[src/rtl/irq_combiner_pkg.sv]
package irq_combiner_pkg;
    localparam int SRC_PER_GROUP   = 8;
    localparam int GROUPS_PER_BANK = 4;
    localparam int BANK_W          = SRC_PER_GROUP * GROUPS_PER_BANK;

    localparam logic [3:0] OFF_EN_SET = 4'h0;
    localparam logic [3:0] OFF_EN_CLR = 4'h4;
    localparam logic [3:0] OFF_STATUS = 4'hC;

    typedef struct packed {
        logic [BANK_W-1:0] en;
    } bank_state_t;

    // Bits of a bank that belong to groups that exist.
    function automatic logic [BANK_W-1:0] bank_valid_mask(int bank, int ngroups);
        logic [BANK_W-1:0] m;
        m = '0;
        for (int k = 0; k < GROUPS_PER_BANK; k++) begin
            if (bank * GROUPS_PER_BANK + k < ngroups) begin
                m[k*SRC_PER_GROUP +: SRC_PER_GROUP] = '1;
            end
        end
        return m;
    endfunction
endpackage

[src/rtl/irq_bank_regs.sv]
module irq_bank_regs
    import irq_combiner_pkg::*;
#(
    parameter logic [BANK_W-1:0] VALID_MASK = '1
) (
    input  logic              clk,
    input  logic              rst_n,
    input  logic              set_we,
    input  logic              clr_we,
    input  logic [BANK_W-1:0] wdata,
    output logic [BANK_W-1:0] en_q
);
    bank_state_t st_d, st_q;

    always_comb begin
        st_d = st_q;
        if (set_we) begin
            st_d.en = st_d.en | wdata;
        end
        // Clear is applied last, so it dominates a simultaneous set.
        if (clr_we) begin
            st_d.en = st_d.en & ~wdata;
        end
        st_d.en = st_d.en & VALID_MASK;
    end

    always_ff @(posedge clk or negedge rst_n) begin
        if (!rst_n) begin
            st_q <= '0;
        end else begin
            st_q <= st_d;
        end
    end

    assign en_q = st_q.en;
endmodule

[src/rtl/irq_group_slice.sv]
module irq_group_slice #(
    parameter int WIDTH = 8
) (
    input  logic [WIDTH-1:0] raw,
    input  logic [WIDTH-1:0] en,
    output logic [WIDTH-1:0] pend,
    output logic             irq
);
    assign pend = raw & en;
    assign irq  = |pend;
endmodule

[src/rtl/irq_group_combiner.sv]
module irq_group_combiner
    import irq_combiner_pkg::*;
#(
    parameter int NUM_GROUPS = 20,
    parameter int ADDR_W     = 8
) (
    input  logic                            clk,
    input  logic                            rst_n,
    input  logic                            reg_wr,
    input  logic [ADDR_W-1:0]               reg_addr,
    input  logic [BANK_W-1:0]               reg_wdata,
    output logic [BANK_W-1:0]               reg_rdata,
    input  logic [NUM_GROUPS*SRC_PER_GROUP-1:0] irq_src,
    output logic [NUM_GROUPS-1:0]           irq_out
);
    localparam int NUM_BANKS  = (NUM_GROUPS + GROUPS_PER_BANK - 1) / GROUPS_PER_BANK;
    localparam int BANK_IDX_W = ADDR_W - 4;

    logic [BANK_IDX_W-1:0] sel_bank;
    logic [3:0]            sel_off;

    logic [NUM_BANKS-1:0][BANK_W-1:0] bank_en;
    logic [NUM_BANKS-1:0][BANK_W-1:0] bank_stat;

    assign sel_bank = reg_addr[ADDR_W-1:4];
    assign sel_off  = reg_addr[3:0];

    for (genvar b = 0; b < NUM_BANKS; b++) begin : g_bank
        localparam logic [BANK_W-1:0] MASK = bank_valid_mask(b, NUM_GROUPS);
        logic hit, set_we, clr_we;

        assign hit    = reg_wr && (sel_bank == BANK_IDX_W'(b));
        assign set_we = hit && (sel_off == OFF_EN_SET);
        assign clr_we = hit && (sel_off == OFF_EN_CLR);

        irq_bank_regs #(.VALID_MASK(MASK)) u_regs (
            .clk    (clk),
            .rst_n  (rst_n),
            .set_we (set_we),
            .clr_we (clr_we),
            .wdata  (reg_wdata),
            .en_q   (bank_en[b])
        );

        for (genvar k = 0; k < GROUPS_PER_BANK; k++) begin : g_slot
            localparam int G = b * GROUPS_PER_BANK + k;
            if (G < NUM_GROUPS) begin : g_live
                irq_group_slice #(.WIDTH(SRC_PER_GROUP)) u_slice (
                    .raw  (irq_src[G*SRC_PER_GROUP +: SRC_PER_GROUP]),
                    .en   (bank_en[b][k*SRC_PER_GROUP +: SRC_PER_GROUP]),
                    .pend (bank_stat[b][k*SRC_PER_GROUP +: SRC_PER_GROUP]),
                    .irq  (irq_out[G])
                );
            end else begin : g_absent
                assign bank_stat[b][k*SRC_PER_GROUP +: SRC_PER_GROUP] = '0;
            end
        end
    end

    always_comb begin
        reg_rdata = '0;
        for (int b = 0; b < NUM_BANKS; b++) begin
            if (sel_bank == BANK_IDX_W'(b)) begin
                case (sel_off)
                    OFF_EN_SET, OFF_EN_CLR: reg_rdata = bank_en[b];
                    OFF_STATUS:             reg_rdata = bank_stat[b];
                    default:                reg_rdata = '0;
                endcase
            end
        end
    end
endmodule

[config.mk]
export PLATFORM = sky130hd
export DESIGN_NAME = irq_group_combiner
export DESIGN_NICKNAME = d
export VERILOG_FILES = /design/src/rtl/irq_combiner_pkg.sv /design/src/rtl/irq_bank_regs.sv /design/src/rtl/irq_group_slice.sv /design/src/rtl/irq_group_combiner.sv
export SDC_FILE = /design/constraint.sdc
export NUM_CORES = 1
export LEC_CHECK = 0
export ABC_AREA = 1
export BUFFER_PORTS_ARGS = -buffer_cell sky130_fd_sc_hd__buf_2
export CAP_MARGIN = 20
export CORE_MARGIN = 10
export CORE_UTILIZATION = 35
export DETAILED_ROUTE_END_ITERATION = 10
export PLACE_DENSITY = 0.63
export SKIP_CTS_REPAIR_TIMING = 1
export SYNTH_ARGS = -nofsm -noshare
export SYNTH_HDL_FRONTEND = slang
export SYNTH_SLANG_ARGS = --single-unit
[constraint.sdc]
create_clock -name clk -period 2.4 [get_ports clk]
set_input_delay 0.48 -clock clk [delete_from_list [all_inputs] [get_ports clk]]
set_output_delay 0.48 -clock clk [all_outputs]
set_load 0.1 [all_outputs]
### Word level (Yosys, flattened, before mapping)

Index checks and enable logic that the tools add are counted.

* equal/unequal tests: 6
* multiplexer cells: 20
* bitwise gates (word level): 31
* reductions and logical operators: 38

Operators with widths (number)
* 32-bit two-way mux: 15
* 32-bit case mux with 2 select lines: 5
* 32-bit bitwise AND: 5
* 8-bit bitwise AND: 20
* 32-bit OR: 5
* 8-bit OR reduction: 20
* 32-bit NOT: 1
* 1-bit logical AND: 15
* 4-bit by 2-bit == test with 1-bit output (second input constant): 2
* 4-bit by 3-bit == test with 1-bit output (second input constant): 2
* 4-bit zero test: 2
* 4-bit by 1-bit == test with 1-bit output (second input constant): 1
* 4-bit == test (second input constant): 1
* 2-bit OR reduction: 1

* register bits: 160
* output and inout port bits: 52

### Depth between registers and ports, before layout

* depth in word-level cells: 8
* gate-level depth with buffers: 10

### By module

Synthesis repeated with hierarchy kept, for this count alone.

* cell total of the unflattened synthesis: 2431
* area, all modules: 13284.0 sq um

Modules (own cells, without submodules)
* irq_bank_regs: instances 5, cells an instance 230, area each 1570.3 sq um, seq. area each 800.8 sq um
* irq_group_combiner: instances 1, cells an instance 821, area each 3706.1 sq um, seq. area each 0.0 sq um
* irq_group_slice: instances 20, cells an instance 23, area each 86.3 sq um, seq. area each 0.0 sq um

### Worst setup path after synthesis

OpenSTA, ideal clock, no wires.

* path type: input to output
* from: in reg_addr[1]
* to: out reg_rdata[0]
* arrival: 2.177 ns
* slack: -0.257 ns
* stages on the path: 7
* path buffers: 2
* path through: nor2_1 nand2_1 buf_2 buf_1 o22ai_1 nand2_1 nand3_1

* longest elaborated chain between the ends: 8
* elaborated cells on any way between the ends: 14
* those cells by class: eq/ne (2); mux (10); reduce/logical (2)

Ends and longest elaborated chain
* start, declared: line irq_group_combiner.sv:10 `input logic [ADDR_W-1:0] reg_addr,`
* 4-bit by 3-bit == test with 1-bit output / 4-bit zero test (equally long branches): line irq_group_combiner.sv:64 `case (sel_off)`
* 2-bit OR reduction: line irq_group_combiner.sv:64
* 32-bit case mux with 2 select lines: line irq_group_combiner.sv:64
* 32-bit two-way mux (4 in series): line irq_group_combiner.sv:63 `if (sel_bank == BANK_IDX_W'(b)) begin`
* 32-bit two-way mux *: line irq_group_combiner.sv:63
* end, declared: line irq_group_combiner.sv:12 `output logic [BANK_W-1:0] reg_rdata,`

Mark *: on every way between the ends. The rest lies on a longest branch, timed or not.

### Worst setup path in the final report

* from: in reg_addr[0]
* to: out reg_rdata[26]

The elaborated chain is that of the path after synthesis.

==> flow_summary.yaml <==
timing:
  tightestPinTransition_ns: 0.541
  worst_hold_slack_across_all_endpoints_ns: 0.380
  timing.final.setup_violations: 1
  rsz0062_at_grt: "true"
  worst_slew_margin_rel: 0.640
  achievable-frequency_ghz: 0.415
  fin_ws_ns: -0.00814
  report.final.slew_viol_count: 0
  skew_ns: 0
  min_period_ns: 2.41
  report.final.hold_viol_count: 0
  final_min_period_over_clock_period: 1.00
cells_and_area:
  final_nets: 2166
  post_route_cells_drive_above_1_share: 0.270
  area_growth_syn_to_layout_pct: 38.1
  layout.core_utilization: 0.492
routing:
  detail_route.wirelength_mm: 52.6
  detailroute.via_count: 13300
  drt-wirelength-per-cell_um: 22.1
  drtPass1Iterations: 5
  remaining_drc_errors: 0
  detail_route.vias_per_cell: 5.58
  drt.antenna.violating_nets: 0
  drt-initial-drc-count: 1570
place:
  preCtsSetupSlack_ns: -0.0765
  hpwl_mm: 36.7
  globalplace.congestion: 0.930
  io_port_bufs: 254
hold_path:
  min_path_type: "input pin to flop"
  timing.hold.worst.start: "reg_wdata[12]"
  worstHoldPathCells: 3
yosys:
  async_set_or_reset_register_ratio_after_synthesis: 1.00
  warnings_synthesis: 0
  post-synth-top-area-fraction: 0.355
  synthesis.area_per_instance_um2: 6.54
  total_standard_cell_area_after_synthesis_um2: 11300
  synth_area_leader_cell: "sky130_fd_sc_hd__dfrtp_1"
  post_synthesis_sequential_area_ratio: 0.355
  number_of_enable_flip_flop_cells_after_synthesis: 0
  synth-seq-cells: 160
  syn-num-nets: 1929
  synth_area_leaders: "sky130_fd_sc_hd__dfrtp_1, sky130_fd_sc_hd__nand2_1, sky130_fd_sc_hd__nand3_1"
  ys_dominant_reg_cell: "sky130_fd_sc_hd__dfrtp_1"
  number_of_distinct_library_cells_after_synthesis: 30
  synthesis.instances: 1726
clock_network:
  clk_path_buf_depth: 2
  worst_skew_pair_latency_ns: 0.44
  clkSlewWorstSetupHoldPaths_ns: 0.07
  clock_tree.root_cell: "sky130_fd_sc_hd__clkbuf_16"
  cts_tree: "yes"
  tritoncts_sinks: 160
  cts_made_buffers: 17
  htree_levels: 4
setup_path:
  worst_path_largest_cell_delay_ns: 0.17
  crit_arrival_ns: 1.93
  timing.critical_path.mode_cell: "sky130_fd_sc_hd__buf_12"
  cells_on_worst_reg2reg_path: 2
  worstSetupStartpoint: "reg_addr[0]"
  cell_type_of_the_slowest_stage_on_the_worst_timing_path: "sky130_fd_sc_hd__buf_12"
  timing.critical_path.buf_inv: 6
  timing_worst_setup_path_type: "input pin to output port"
  endpoint_type_of_the_worst_setup_path: "output port"
  crit_cells: 13
  required_ns: 1.92
  critical_path.top_delay_family: "buffers and inverters"
  crit_chain: "buf_4 -> nor2_4 -> buf_12 -> buf_12 -> buf_16 -> buf_4 -> nand3_1 -> nand2_1 -> nand2_1 -> nand2_2 -> nor2_4 -> nand3_4 -> buf_12"
  ff2ff_setup_slack_ns: 1.65
  worstPathMaxFanout: 5
  critPathLaunchType: "input pin"
grt:
  maximum_number_of_pins_on_one_net_before_global_route_repair: 47
  track_usage: 0.241
  antenna_found_initial: 4
  wire_length_of_the_first_global_routing_pass_mm: 73.7
  total_congestion_overflow: 0
  vias_in_the_first_global_route: 12600
die:
  rows: 65
  die_w_um: 200
  core_region_area_um2: 31700
  design.portCount: 255
  fp.dieArea_um2: 39800
  initial_core_util: 0.356
  die_height_um: 200
power:
  sw_frac_of_total: 0.334
  power.internal_uw: 4880
  switching_power_uw: 2450
  total_power_uw: 7340
  total_leakage_power_uw: 0.00838
  p_per_area_nw_per_um2: 470
  combPwrFrac: 0.217
  clock_power_share: 0.385
  power_frac_seq: 0.397
  worst_ir_drop_vdd_uv: 401
run_status:
  run_status: "finished, violations left"
  violations: "negative setup slack"
run:
  maxCapViolCount: 0
-- worst register-to-register path, delay by kind of cell, from the launching register on --
family           cells  cell delay, ns
flip-flops           1            0.42
AO/OA/AOI/OAI        1            0.15
AND/OR/NAND/NOR      1            0.06
-- cells in the mapped netlist (3+ instances only) --
cell type and instances:
sky130_fd_sc_hd__inv_1 211, sky130_fd_sc_hd__o22ai_1 49, sky130_fd_sc_hd__dfrtp_1 160, sky130_fd_sc_hd__inv_2 5, sky130_fd_sc_hd__nor2_2 3, sky130_fd_sc_hd__a22oi_1 68
sky130_fd_sc_hd__a22oi_2 10, sky130_fd_sc_hd__nand2_1 457, sky130_fd_sc_hd__nand3_1 203, sky130_fd_sc_hd__nand2_4 3, sky130_fd_sc_hd__buf_4 26, sky130_fd_sc_hd__o21ai_0 16
sky130_fd_sc_hd__buf_2 42, sky130_fd_sc_hd__nor3_1 58, sky130_fd_sc_hd__nand4_1 19, sky130_fd_sc_hd__buf_1 6, sky130_fd_sc_hd__a22o_1 7, sky130_fd_sc_hd__a21oi_1 124
sky130_fd_sc_hd__nor2_1 170, sky130_fd_sc_hd__clkbuf_1 64, sky130_fd_sc_hd__or3_1 3, sky130_fd_sc_hd__a221oi_1 6, sky130_fd_sc_hd__nor2_4 6
-- cells in the final DEF, fill, tap and decap left out, types with 6 or more instances in the layout --
cell	count
sky130_fd_sc_hd__dfrtp_1	160
sky130_fd_sc_hd__nor2_1	139
sky130_fd_sc_hd__inv_1	208
sky130_fd_sc_hd__a21oi_1	116
sky130_fd_sc_hd__a22o_1	7
sky130_fd_sc_hd__buf_4	43
sky130_fd_sc_hd__nor3_1	58
sky130_fd_sc_hd__nor2_2	19
sky130_fd_sc_hd__clkbuf_16	33
sky130_fd_sc_hd__nand2_2	28
sky130_fd_sc_hd__nor2_4	21
sky130_fd_sc_hd__a221oi_1	6
sky130_fd_sc_hd__o21ai_0	12
sky130_fd_sc_hd__buf_6	11
sky130_fd_sc_hd__buf_12	61
sky130_fd_sc_hd__o22ai_1	48
sky130_fd_sc_hd__nand2_4	6
sky130_fd_sc_hd__a22oi_2	10
sky130_fd_sc_hd__buf_2	218
sky130_fd_sc_hd__nand3_4	12
sky130_fd_sc_hd__nand3_2	24
sky130_fd_sc_hd__nand4_1	19
sky130_fd_sc_hd__a21oi_2	8
sky130_fd_sc_hd__a22oi_1	68
sky130_fd_sc_hd__nand3_1	167
sky130_fd_sc_hd__nand2_1	427
-- through the flow --
stage | cell area (um2) | cells | TNS, ns
after floorplan | 11500 | 1726 | 0
after global placement | 13900 | 2316 | -0.469
after detailed placement | 13900 | 2316 | -0.553
after CTS | 14500 | 2348 | -0.638
after global routing | 15600 | 2378 | -0.314
final | 15600 | 2381 | -0.00814
-- cell families (layout without fill, tap and decap cells) --
| logic type | count (synthesis) | count (layout) | share of synthesized area |
|---|---|---|---|
| simple gates | 929 | 931 | 0.356 |
| other cells | 0 | 3 | 0 |
| flops | 160 | 160 | 0.355 |
| buf+inv | 357 | 605 | 0.133 |
| compound gates | 280 | 280 | 0.156 |
-- power by group through the flow --
stage	logic [uW]	clock network [uW]	registers (uW)
floorplan	791	0	2930
global placement	1390	0	2960
detailed placement	1400	0	2960
CTS	1400	2830	2910
global route	1700	2970	2930
finish	1600	2830	2910
-- final cells by class --
| type | count | area [um2] |
|---|---|---|
| fillers | 3169 | 16100 |
| multi-input cells | 1211 | 6370 |
| flip-flops and latches | 160 | 4000 |
| repair buffers | 356 | 3300 |
| inverters | 217 | 828 |
| well taps | 402 | 503 |
| clock buffers | 18 | 439 |
| clock inverters | 14 | 148 |
| diodes | 3 | 7.51 |
-- path summary, 6_finish.rpt --
| check | to |
|---|---|
| setup / recovery | reg_rdata[26] |
| hold / removal | flop |
| setup reg to reg | flop |
| hold reg to reg | flop |
| max in group asynchronous | async pin |
| min in group asynchronous | async pin |
-- routing by layer --
| metal | global-route usage | routed length, um | part of all wire | vias up |
|---|---|---|---|---|
| li1 | - | - | - | 6112 |
| met1 | 0.304 | 20700 | 0.39 | 6292 |
| met2 | 0.404 | 24900 | 0.47 | 755 |
| met3 | 0.0427 | 4940 | 0.094 | 118 |
| met4 | 0.0878 | 2030 | 0.039 | 6 |
| met5 | 0 | 35 | 0.00067 | - |
Power figures use the tool's default switching activity.
